<file path="config.mk">
export PLATFORM = sky130hd
export DESIGN_NAME = gpio_share_port
export DESIGN_NICKNAME = d
export VERILOG_FILES = /design/src/rtl/gpio_share_pkg.sv /design/src/rtl/gpio_regs.sv /design/src/rtl/gpio_sync.sv /design/src/rtl/gpio_pin_mux.sv /design/src/rtl/gpio_share_port.sv
export SDC_FILE = /design/constraint.sdc
export NUM_CORES = 1
export LEC_CHECK = 0
export BUFFER_PORTS_ARGS = -buffer_cell sky130_fd_sc_hd__buf_2
export CORE_UTILIZATION = 38
export DETAILED_ROUTE_END_ITERATION = 16
export PLACE_DENSITY = 0.79
export SYNTH_ARGS = -nofsm -noshare
export SYNTH_HDL_FRONTEND = slang
export SYNTH_HIERARCHICAL = 1
export SYNTH_SLANG_ARGS = --single-unit
</file>
<file path="constraint.sdc">
create_clock -name clk_i -period 2.25 [get_ports clk_i]
set_input_delay 0 -clock clk_i [delete_from_list [all_inputs] [get_ports clk_i]]
set_output_delay 0 -clock clk_i [all_outputs]
set_load 0.01 [all_outputs]
</file>
<file path="src/rtl/gpio_share_pkg.sv">
package gpio_share_pkg;
  typedef enum logic [1:0] {
    SEL_DIR  = 2'd0,
    SEL_PORT = 2'd1,
    SEL_LAT  = 2'd2,
    SEL_NONE = 2'd3
  } reg_sel_e;
endpackage

</file>
<file path="src/rtl/gpio_regs.sv">
module gpio_regs
  import gpio_share_pkg::*;
#(
  parameter int unsigned WIDTH = 8,
  parameter logic [WIDTH-1:0] IMPL_MASK = '1
) (
  input  logic             clk_i,
  input  logic             rst_ni,
  input  logic             wr_i,
  input  logic [1:0]       addr_i,
  input  logic [WIDTH-1:0] wdata_i,
  output logic [WIDTH-1:0] dir_o,
  output logic [WIDTH-1:0] lat_o
);
  reg_sel_e sel;
  logic dir_we, lat_we;
  logic [WIDTH-1:0] dir_q, lat_q;

  assign sel    = reg_sel_e'(addr_i);
  assign dir_we = wr_i && (sel == SEL_DIR);
  // port address writes land in the latch
  assign lat_we = wr_i && ((sel == SEL_LAT) || (sel == SEL_PORT));

  always_ff @(posedge clk_i or negedge rst_ni) begin
    if (!rst_ni) begin
      dir_q <= IMPL_MASK;
      lat_q <= '0;
    end else begin
      if (dir_we) dir_q <= wdata_i & IMPL_MASK;
      if (lat_we) lat_q <= wdata_i & IMPL_MASK;
    end
  end

  assign dir_o = dir_q;
  assign lat_o = lat_q;

  assert_lat_load_R5: assert property (@(posedge clk_i) disable iff (!rst_ni)
    (wr_i && addr_i == 2'd1) |=> (lat_q == $past(wdata_i & IMPL_MASK)));
  assert_lat_load_R3: assert property (@(posedge clk_i) disable iff (!rst_ni)
    (wr_i && addr_i == 2'd2) |=> (lat_q == $past(wdata_i & IMPL_MASK)));
  assert_no_write_hold_R11: assert property (@(posedge clk_i) disable iff (!rst_ni)
    (!wr_i || addr_i == 2'd3) |=> ($stable(dir_q) && $stable(lat_q)));
endmodule

</file>
<file path="src/rtl/gpio_sync.sv">
module gpio_sync #(
  parameter int unsigned WIDTH  = 8,
  parameter int unsigned STAGES = 2
) (
  input  logic             clk_i,
  input  logic             rst_ni,
  input  logic [WIDTH-1:0] d_i,
  output logic [WIDTH-1:0] q_o
);
  logic [STAGES-1:0][WIDTH-1:0] chain_q;

  for (genvar s = 0; s < STAGES; s++) begin : g_stage
    always_ff @(posedge clk_i or negedge rst_ni) begin
      if (!rst_ni) chain_q[s] <= '0;
      else if (s == 0) chain_q[s] <= d_i;
      else chain_q[s] <= chain_q[(s == 0) ? 0 : s-1];
    end
  end

  assign q_o = chain_q[STAGES-1];
endmodule

</file>
<file path="src/rtl/gpio_pin_mux.sv">
module gpio_pin_mux #(
  parameter bit IMPL = 1'b1
) (
  input  logic dir_i,
  input  logic lat_i,
  input  logic p_en_i,
  input  logic p_oe_i,
  input  logic p_out_i,
  input  logic sync_i,
  output logic pad_out_o,
  output logic pad_oe_o,
  output logic p_in_o
);
  logic own;

  assign own       = IMPL && p_en_i && p_oe_i;
  assign pad_oe_o  = IMPL && (own || !dir_i);
  assign pad_out_o = IMPL && (own ? p_out_i : lat_i);
  // loop-through gate: idle peripheral sees zero
  assign p_in_o    = IMPL && p_en_i && sync_i;
endmodule

</file>
<file path="src/rtl/gpio_share_port.sv">
module gpio_share_port
  import gpio_share_pkg::*;
#(
  parameter int unsigned WIDTH = 8,
  parameter logic [WIDTH-1:0] IMPL_MASK = 8'h7F,
  parameter int unsigned SYNC_STAGES = 2
) (
  input  logic             clk_i,
  input  logic             rst_ni,
  input  logic             wr_i,
  input  logic [1:0]       addr_i,
  input  logic [WIDTH-1:0] wdata_i,
  output logic [WIDTH-1:0] rdata_o,
  input  logic [WIDTH-1:0] periph_en_i,
  input  logic [WIDTH-1:0] periph_oe_i,
  input  logic [WIDTH-1:0] periph_out_i,
  output logic [WIDTH-1:0] periph_in_o,
  input  logic [WIDTH-1:0] pad_in_i,
  output logic [WIDTH-1:0] pad_out_o,
  output logic [WIDTH-1:0] pad_oe_o
);
  logic [WIDTH-1:0] dir, lat, pin_sync;

  gpio_regs #(.WIDTH(WIDTH), .IMPL_MASK(IMPL_MASK)) u_regs (
    .clk_i, .rst_ni, .wr_i, .addr_i, .wdata_i,
    .dir_o(dir), .lat_o(lat)
  );

  gpio_sync #(.WIDTH(WIDTH), .STAGES(SYNC_STAGES)) u_sync (
    .clk_i, .rst_ni, .d_i(pad_in_i & IMPL_MASK), .q_o(pin_sync)
  );

  for (genvar i = 0; i < WIDTH; i++) begin : g_pin
    gpio_pin_mux #(.IMPL(IMPL_MASK[i])) u_mux (
      .dir_i(dir[i]), .lat_i(lat[i]),
      .p_en_i(periph_en_i[i]), .p_oe_i(periph_oe_i[i]), .p_out_i(periph_out_i[i]),
      .sync_i(pin_sync[i]),
      .pad_out_o(pad_out_o[i]), .pad_oe_o(pad_oe_o[i]), .p_in_o(periph_in_o[i])
    );
  end

  always_comb begin
    unique case (reg_sel_e'(addr_i))
      SEL_DIR:  rdata_o = dir & IMPL_MASK;
      SEL_PORT: rdata_o = pin_sync & IMPL_MASK;
      SEL_LAT:  rdata_o = lat & IMPL_MASK;
      default:  rdata_o = '0;
    endcase
  end

  assert_unimpl_quiet_R9: assert property (@(posedge clk_i) disable iff (!rst_ni)
    ((pad_oe_o & ~IMPL_MASK) == '0) && ((rdata_o & ~IMPL_MASK) == '0));
  assert_loop_gate_R10: assert property (@(posedge clk_i) disable iff (!rst_ni)
    (periph_in_o & ~periph_en_i) == '0);
  assert_owner_drives_R6: assert property (@(posedge clk_i) disable iff (!rst_ni)
    ((pad_oe_o & periph_en_i & periph_oe_i & IMPL_MASK) == (periph_en_i & periph_oe_i & IMPL_MASK)));
  assert_owner_data_R6: assert property (@(posedge clk_i) disable iff (!rst_ni)
    ((pad_out_o ^ periph_out_i) & periph_en_i & periph_oe_i & IMPL_MASK) == '0);
  assert_input_off_R1: assert property (@(posedge clk_i) disable iff (!rst_ni)
    (pad_oe_o & dir & ~(periph_en_i & periph_oe_i)) == '0);
endmodule

</file>
; ---- Word-level counts from Yosys, hierarchy flattened
; Cells that the tools add are included.
[totals]
ramBits = 0
mem_count = 0
latch_bits = 0
rom_bits = 0
register_bits = 28
[classes]
n_eq_ne = 2
add_sub_neg = 0
muxes = 8
div = 0
n_bitwise = 0
magnitude_cmp = 0
n_mul = 0
shift = 0
reduce_logical = 32
[ops]
columns = cell, count
row1 = case mux 7 bit (3 select lines), 1
row2 = logical AND 1 bit, 16
row3 = logical OR 1 bit, 8
row4 = logical NOT 1 bit, 7
row5 = 2-to-1 mux 1 bit, 7
row6 = == test 2 x 1 -> 1 bit (second input constant), 1
row7 = == test 2 bit (second input constant), 1
row8 = logical NOT 2 bit, 1

; ---- Depth between registers and ports, before layout
; Gate-level depths: netlist of the first run.
[depth]
ltp_word = 3
ltp_mapped = 4

; ---- By module
; The synthesis of the first run kept the hierarchy.
[modules_own_cells]
columns = mod, seq_area_each_um2, area_per_inst_um2, instances, cells_per_inst
row1 = gpio_regs, 359.1, 568.0, 1, 36
row2 = gpio_sync, 400.4, 460.4, 1, 24
row3 = gpio_pin_mux (g_pin[0].u_mux ...), 0.0, 30.0, 7, 4
row4 = gpio_share_port, 0.0, 209.0, 1, 20
row5 = gpio_pin_mux (g_pin[7].u_mux), 0.0, 26.3, 1, 4

; ---- Least setup slack after synthesis of the first run
; Ideal clock, no wire load.
[synth_path]
path_type = input to register
from = input addr_i[0]
to = register u_regs.lat_q[0] (netlist: u_regs/lat_o[0])
t_required_ns = 2.125
t_arrival_ns = 0.770
path_stages = 4
path_slack_ns = 1.356
path_cell_list = inv_1 -> ha_1 -> nand2_2 -> mux2_2
[synth_between]
elab_chain_len = 3
elab_cells_between_ends = 4
[synth_rtl]
columns = element, line_no
row1 = "start, declared", gpio_share_port.sv:11  ; input logic [1:0] addr_i,
row2 = == test 2 bit or == test 2 x 1 -> 1 bit (tied branches), gpio_regs.sv:22  ; assign lat_we = wr_i && ((sel == SEL_LAT) || (sel == SEL_PORT));
row3 = logical OR 1 bit (*), gpio_regs.sv:22
row4 = logical AND 1 bit (*), gpio_regs.sv:22
row5 = "end signal, assigned", gpio_regs.sv:30  ; if (lat_we) lat_q <= wdata_i & IMPL_MASK;
row6 = "end, declared", gpio_regs.sv:17  ; logic [WIDTH-1:0] dir_q, lat_q;
; Every way passes the cells marked *; elsewhere a longest branch is shown, timed or not.
; A chain may end at the register's enable or synchronous reset.

; ---- Worst setup path in the final report of the first run
[layout_path]
from = register u_regs.dir_q[0] (netlist: u_regs/dir_o[0])
to = output rdata_o[0]
[layout_between]
elab_chain_len = 1
[layout_rtl]
columns = element, line_no
row1 = "start, declared", gpio_regs.sv:17
row2 = "start signal, assigned", gpio_regs.sv:29  ; if (dir_we) dir_q <= wdata_i & IMPL_MASK;
row3 = case mux 7 bit (3 select lines), gpio_share_port.sv:43  ; unique case (reg_sel_e'(addr_i))
row4 = "end, declared", gpio_share_port.sv:13  ; output logic [WIDTH-1:0] rdata_o,
; Every way passes these cells.

==> results by group, run 1 <==
Run status
  – Status: finished, final reports clean

Routing
  – Initial drt markers: 9
  – Post-route ant nets: 0
  – Via/cell ratio: 4.49
  – Final WL: 2730 microns
  – Wirelength per Cell: 12.1 microns
  – Via Count: 1014
  – DRT Pass-1 Iters: 3
  – DRC errors left: 0

Clocking
  – Clock-pin slew on the worst setup and hold paths: 0.09 ns
  – TritonCTS clock tree: built
  – Clk buf depth: 2
  – H-tree Lvls: 1
  – CTS Buf Count: 3
  – Sink Count: 28
  – Root Buffer: clkbuf_8
  – Number of gates resized after CTS: 0
  – Clk Latency, worst-skew pair: 0.26 ns

Cells and area
  – Most frequent cells in the layout: 67 x buf_2, 21 x dfrtp_1, 15 x dlygate4sd3_1
  – Commonest non-fill, non-tap cell in the layout: buf_2
  – Synth-to-Final Area Change: 34.3%
  – Final cell count without fillers: 226
  – NumNets Final: 227
  – Diode count: 0
  – Share of post-route cells with drive strength above 1: 0.617

Power and ir drop
  – Peak VDD IR: 0.000319 V
  – Pleak: 0.000956 uW
  – Pwr/cell area: 653 nW/um^2

STA
  – Final setup violation count: 0
  – Final hold violations: 0
  – Slew Limit Fails: 0
  – Final Cycle Share: 0.527
  – Final worst path period need: 1.19 ns
  – Max-slew headroom: 0.608
  – Setup TNS: 0 ns
  – RSZ-0062 raised after global routing: false
  – Max Clock Freq: 843 MHz
  – Worst-Margin Slew: 0.589 ns
  – Clock Skews: 0.00358 ns

Floorplanning
  – Core area: 3440 sq um
  – Die height: 62.6 microns
  – Row count: 21
  – Total Die Area: 3920 sq um
  – Die Wd: 62.6 microns
  – Initial Util: 0.406
  – I/O Pins: 77

Flow run
  – Max cap viols: 0

Setup path
  – Worst Path Required: 2.25 ns
  – CP Capture Type: primary output
  – Crit start category: flip-flop
  – Worst-path maximum fanout: 3
  – Setup CP Type: flip-flop to primary output
  – CP Data Arrival Time: 1.19 ns

Placement
  – Placed cell count: 207
  – # port buffers: 67
  – RD Place Congestion: 0.676

Min path
  – Hold WC Path Type: input pin to flip-flop

Yosys
  – Netlist Area Pre-Place: 1400 sq um
  – Syn Inst Count: 106
  – Mean Syn Cell Area: 13.2 sq um
  – Ys Warns: 6

Global routing
  – Initial antenna violation count: 0
  – First-pass GRT wire length: 4540 microns
  – Vias in the first global route: 1068
  – All-Layer GR Usage: 0.150
  – Pin count of the biggest net entering global routing: 29
  – Total global routing overflow: 0
-- cell type report --
class | instances | area [sq um]
clock buffer | 4 | 45.0
fill | 308 | 1570
inverter | 2 | 7.51
multi-input combinational | 64 | 572
sequential | 28 | 709
tap | 46 | 57.6
timing repair buffer | 82 | 485
-- per-layer routing --
metal | part of all wire | global-route usage | up-vias
li1 | - | - | 493
met1 | 0.41 | 0.161 | 478
met2 | 0.53 | 0.292 | 41
met3 | 0.046 | 0.0201 | 2
met4 | 0.0055 | 0.0523 | 0
met5 | 0 | 0 | -
-- critical path: stages, from the launching register on --
cell and delay (ns):
dfstp_2 0.55, mux2i_1 0.06, o2bb2ai_1 0.16, buf_2 0.15
-- final timing paths --
| path | startpoint | endpoint | slack (ns) | depth (start not counted) |
|---|---|---|---|---|
| hold / removal | wr_i | u_regs/lat_o[6] | 0.23 | 3 |
| max in group asynchronous | rst_ni | u_sync/q_o[4] | 1.60 | 2 |
| hold reg to reg | u_sync/chain_q[3] | u_sync/q_o[3] | 0.35 | 0 |
| setup reg to reg | u_regs/lat_o[0] | u_regs/lat_o[0] | 1.46 | 1 |
| setup / recovery | u_regs/dir_o[0] | rdata_o[0] | 1.06 | 3 |
| min in group asynchronous | rst_ni | u_sync/q_o[1] | 0.26 | 2 |
-- report_power, final --
part	switching [uW]	internal, uW
Combinational	144	192
Sequential	42.2	583
Clock	138	126
Total	324	901
-- per-stage QoR --
step	setup slack, ns	utilization	cell area, sq um	total power, uW	hold slack [ns]
4_1_cts	1.05	0.545	1880	1240	0.227
2_1_floorplan	1.36	-	1410	836	-0.296
5_1_grt	0.993	0.545	1880	1300	0.242
3_5_place_dp	0.928	0.489	1680	955	0.0491
3_3_place_gp	0.952	0.489	1680	944	0.0398
6_report	1.06	0.545	1880	1230	0.231
-- flip-flops by register name, indices dropped and copies added (netlist names) --
register,flops
u_regs/dir_o,7
u_regs/lat_o,7
u_sync/chain_q,7
u_sync/q_o,7
-- what timing repair did --
action                    CTS  global route
buffers inserted            0             0
hold buffers               15             0
hold endpoints to repair   42             0
(Power assumes the default switching activity.)
==> run 2, diff against run 1 <==
--- a/config.mk
+++ b/config.mk
@@ -8,7 +8,7 @@
 export BUFFER_PORTS_ARGS = -buffer_cell sky130_fd_sc_hd__buf_2
 export CORE_UTILIZATION = 38
 export DETAILED_ROUTE_END_ITERATION = 16
-export PLACE_DENSITY = 0.79
+export PLACE_DENSITY = 0.82
 export SYNTH_ARGS = -nofsm -noshare
 export SYNTH_HDL_FRONTEND = slang
 export SYNTH_HIERARCHICAL = 1
==> constraint.sdc (replaced) <==
create_clock -name clk_i -period 1 [get_ports clk_i]
set_input_delay 0 -clock clk_i [delete_from_list [all_inputs] [get_ports clk_i]]
set_output_delay 0 -clock clk_i [all_outputs]
set_load 0.01 [all_outputs]
==> results by group, run 2 (same netlist as run 1, synthesis figures left out) <==
Run status
  – Status: finished, violations left (was finished, final reports clean)
  – Violated checks: setup timing

Setup path
  – Crit start category: flip-flop (unchanged)
  – Worst Path Required: 1.00 ns (was 2.25 ns)
  – CP Data Arrival Time: 1.16 ns (was 1.19 ns)
  – Setup CP Type: flip-flop to primary output (unchanged)
  – Worst-path maximum fanout: 2 (was 3)
  – R2R depth: 3 (was 1)
  – CP Capture Type: primary output (unchanged)

Cells and area
  – Synth-to-Final Area Change: 52.6% (was 34.3%)
  – Diode count: 0 (unchanged)
  – Commonest non-fill, non-tap cell in the layout: buf_2 (unchanged)
  – NumNets Final: 238 (was 227)
  – Layout Utilization: 0.620 (was 0.545)
  – Share of post-route cells with drive strength above 1: 0.675 (was 0.617)
  – Fillers: 263 (was 308)
  – Most frequent cells in the layout: 49 x buf_2, 24 x buf_6, 21 x dfrtp_1 (was 67 x buf_2, 21 x dfrtp_1, 15 x dlygate4sd3_1)

Placement
  – # port buffers: 67 (unchanged)
  – Hpwl dp: 1970 microns
  – RD Place Congestion: 0.671 (was 0.676)

Min path
  – Hold Crit Depth: 3 (unchanged)
  – Hold WC Path Type: input pin to flip-flop (unchanged)

Routing
  – Final WL: 3050 microns (was 2730 microns)
  – Via/cell ratio: 4.52 (was 4.49)
  – Post-route ant nets: 0 (unchanged)
  – Initial drt markers: 7 (was 9)
  – DRC errors left: 0 (unchanged)
  – Via Count: 1071 (was 1014)
  – DRT Pass-1 Iters: 4 (was 3)
  – Wirelength per Cell: 12.9 microns (was 12.1 microns)

Clocking
  – CTS Buf Count: 3 (unchanged)
  – Root Buffer: clkbuf_8 (unchanged)
  – Clk buf depth: 2 (unchanged)
  – Clock-pin slew on the worst setup and hold paths: 0.09 ns (about the same)
  – Clk Latency, worst-skew pair: 0.27 ns (was 0.26 ns)
  – TritonCTS clock tree: built (unchanged)
  – Sink Count: 28 (unchanged)
  – H-tree Lvls: 1 (unchanged)

STA
  – Clock Skews: 0.00364 ns (was 0.00358 ns)
  – Final hold violations: 0 (unchanged)
  – Final Cycle Share: 1.16
  – Max Clock Freq: 859 MHz
  – Final worst-path setup slack: -0.164 ns (was 1.06 ns)
  – Final worst path period need: 1.16 ns
  – Setup TNS: -1.95 ns (was 0 ns)
  – Final setup violation count: 21 (was 0)
  – RSZ-0062 raised after global routing: true (was false)
  – Slew Limit Fails: 0 (unchanged)
  – Hold slack: 0.228 ns (was 0.231 ns)

Power and ir drop
  – Peak VDD IR: 0.000887 V (was 0.000319 V)
  – Clk pwr share: 0.215 (was 0.216)
  – Psw: 831 uW (was 324 uW)
  – Pwr/cell area: 1480 nW/um^2 (was 653 nW/um^2)
  – Internal power: 2330 uW (was 901 uW)
  – Switch share: 0.263 (was 0.265)
  – Pleak: 0.00107 uW (was 0.000956 uW)
  – Comb power frac: 0.339 (was 0.274)
  – Reg power frac: 0.446 (was 0.510)

Floorplanning
  – Initial Util: 0.406 (unchanged)
  – Total Die Area: 3920 sq um (unchanged)
  – Row count: 21 (unchanged)
  – I/O Pins: 77 (unchanged)
  – Core area: 3440 sq um (unchanged)
  – Die Wd: 62.6 microns (unchanged)
  – Die height: 62.6 microns (unchanged)

Global routing
  – All-Layer GR Usage: 0.149 (was 0.150)
  – First-pass GRT wire length: 4560 microns (was 4540 microns)
  – Initial antenna violation count: 0 (unchanged)
  – Pin count of the biggest net entering global routing: 29 (unchanged)
  – Total global routing overflow: 0 (unchanged)
  – Vias in the first global route: 1038 (was 1068)

Flow run
  – Max cap viols: 0 (unchanged)
[run 2: cell count changes in the layout (fill, tap and decap cells not counted), sizes merged]
cell,previous run,this run
buf,67,78
[run 2: area by class of cell]
cell class                      count  area (sq um)  share of cell area
Clock buffer                        4          55.1              0.0258
Tap cell                           46          57.6              0.0270
Multi-Input combinational cell     64           601               0.282
Sequential cell                    28           709               0.333
Timing Repair Buffer               93           703               0.330
Inverter                            2          7.51             0.00352
[run 2: critical path, stage by stage (launching register included)]
cell       delay, ns
dfstp_2         0.55
mux2i_1         0.08
o2bb2ai_2       0.12
buf_2           0.15
[run 2: power groups by stage]
stage               registers [uW]  clock network [uW]  logic (uW)
CTS                           1400                 723         961
finish                        1410                 680        1070
detailed placement            1430                   0         727
global placement              1430                   0         709
global route                  1430                 750        1140
floorplan                     1390                   0         489
[run 2: final timing paths]
check	start	to	slack, ns
max	u_regs/dir_o[4]	rdata_o[4]	-0.16
min	wr_i	u_regs/lat_o[3]	0.23
max reg2reg	u_regs/dir_o[4]	u_regs/dir_o[4]	0.08
min reg2reg	u_sync/chain_q[6]	u_sync/q_o[6]	0.35
max in group asynchronous	rst_ni	u_regs/dir_o[6]	0.45
min in group asynchronous	rst_ni	u_sync/chain_q[3]	0.24
[run 2: through the flow]
step	total power (uW)	worst slack (ns)	area [sq um]	cells
floorplan	1880	0.106	1410	108
global placement	2130	-0.0431	1700	210
detailed placement	2160	-0.0829	1700	210
CTS	3080	-0.164	2040	236
global route	3320	-0.210	2130	237
finish	3160	-0.164	2130	237
[run 2: metal layers]
layer	share of wire	track usage	vias to the layer above	wire length (microns)
met3	0.046	0.0201	2	139
met4	0.0052	0.0436	0	16
li1	-	-	513	-
met5	0	0	-	0
met1	0.41	0.167	513	1240
met2	0.54	0.287	43	1660
[run 2: timing repair]
item                                   in CTS  in global routing
gates cloned                                0                  0
endpoints found under the hold margin      42                  0
buffers inserted                            7                  1
hold buffers                               15                  0
setup endpoints to repair                  23                 25
pin swaps                                   7                  0
resized for setup                          15                 22
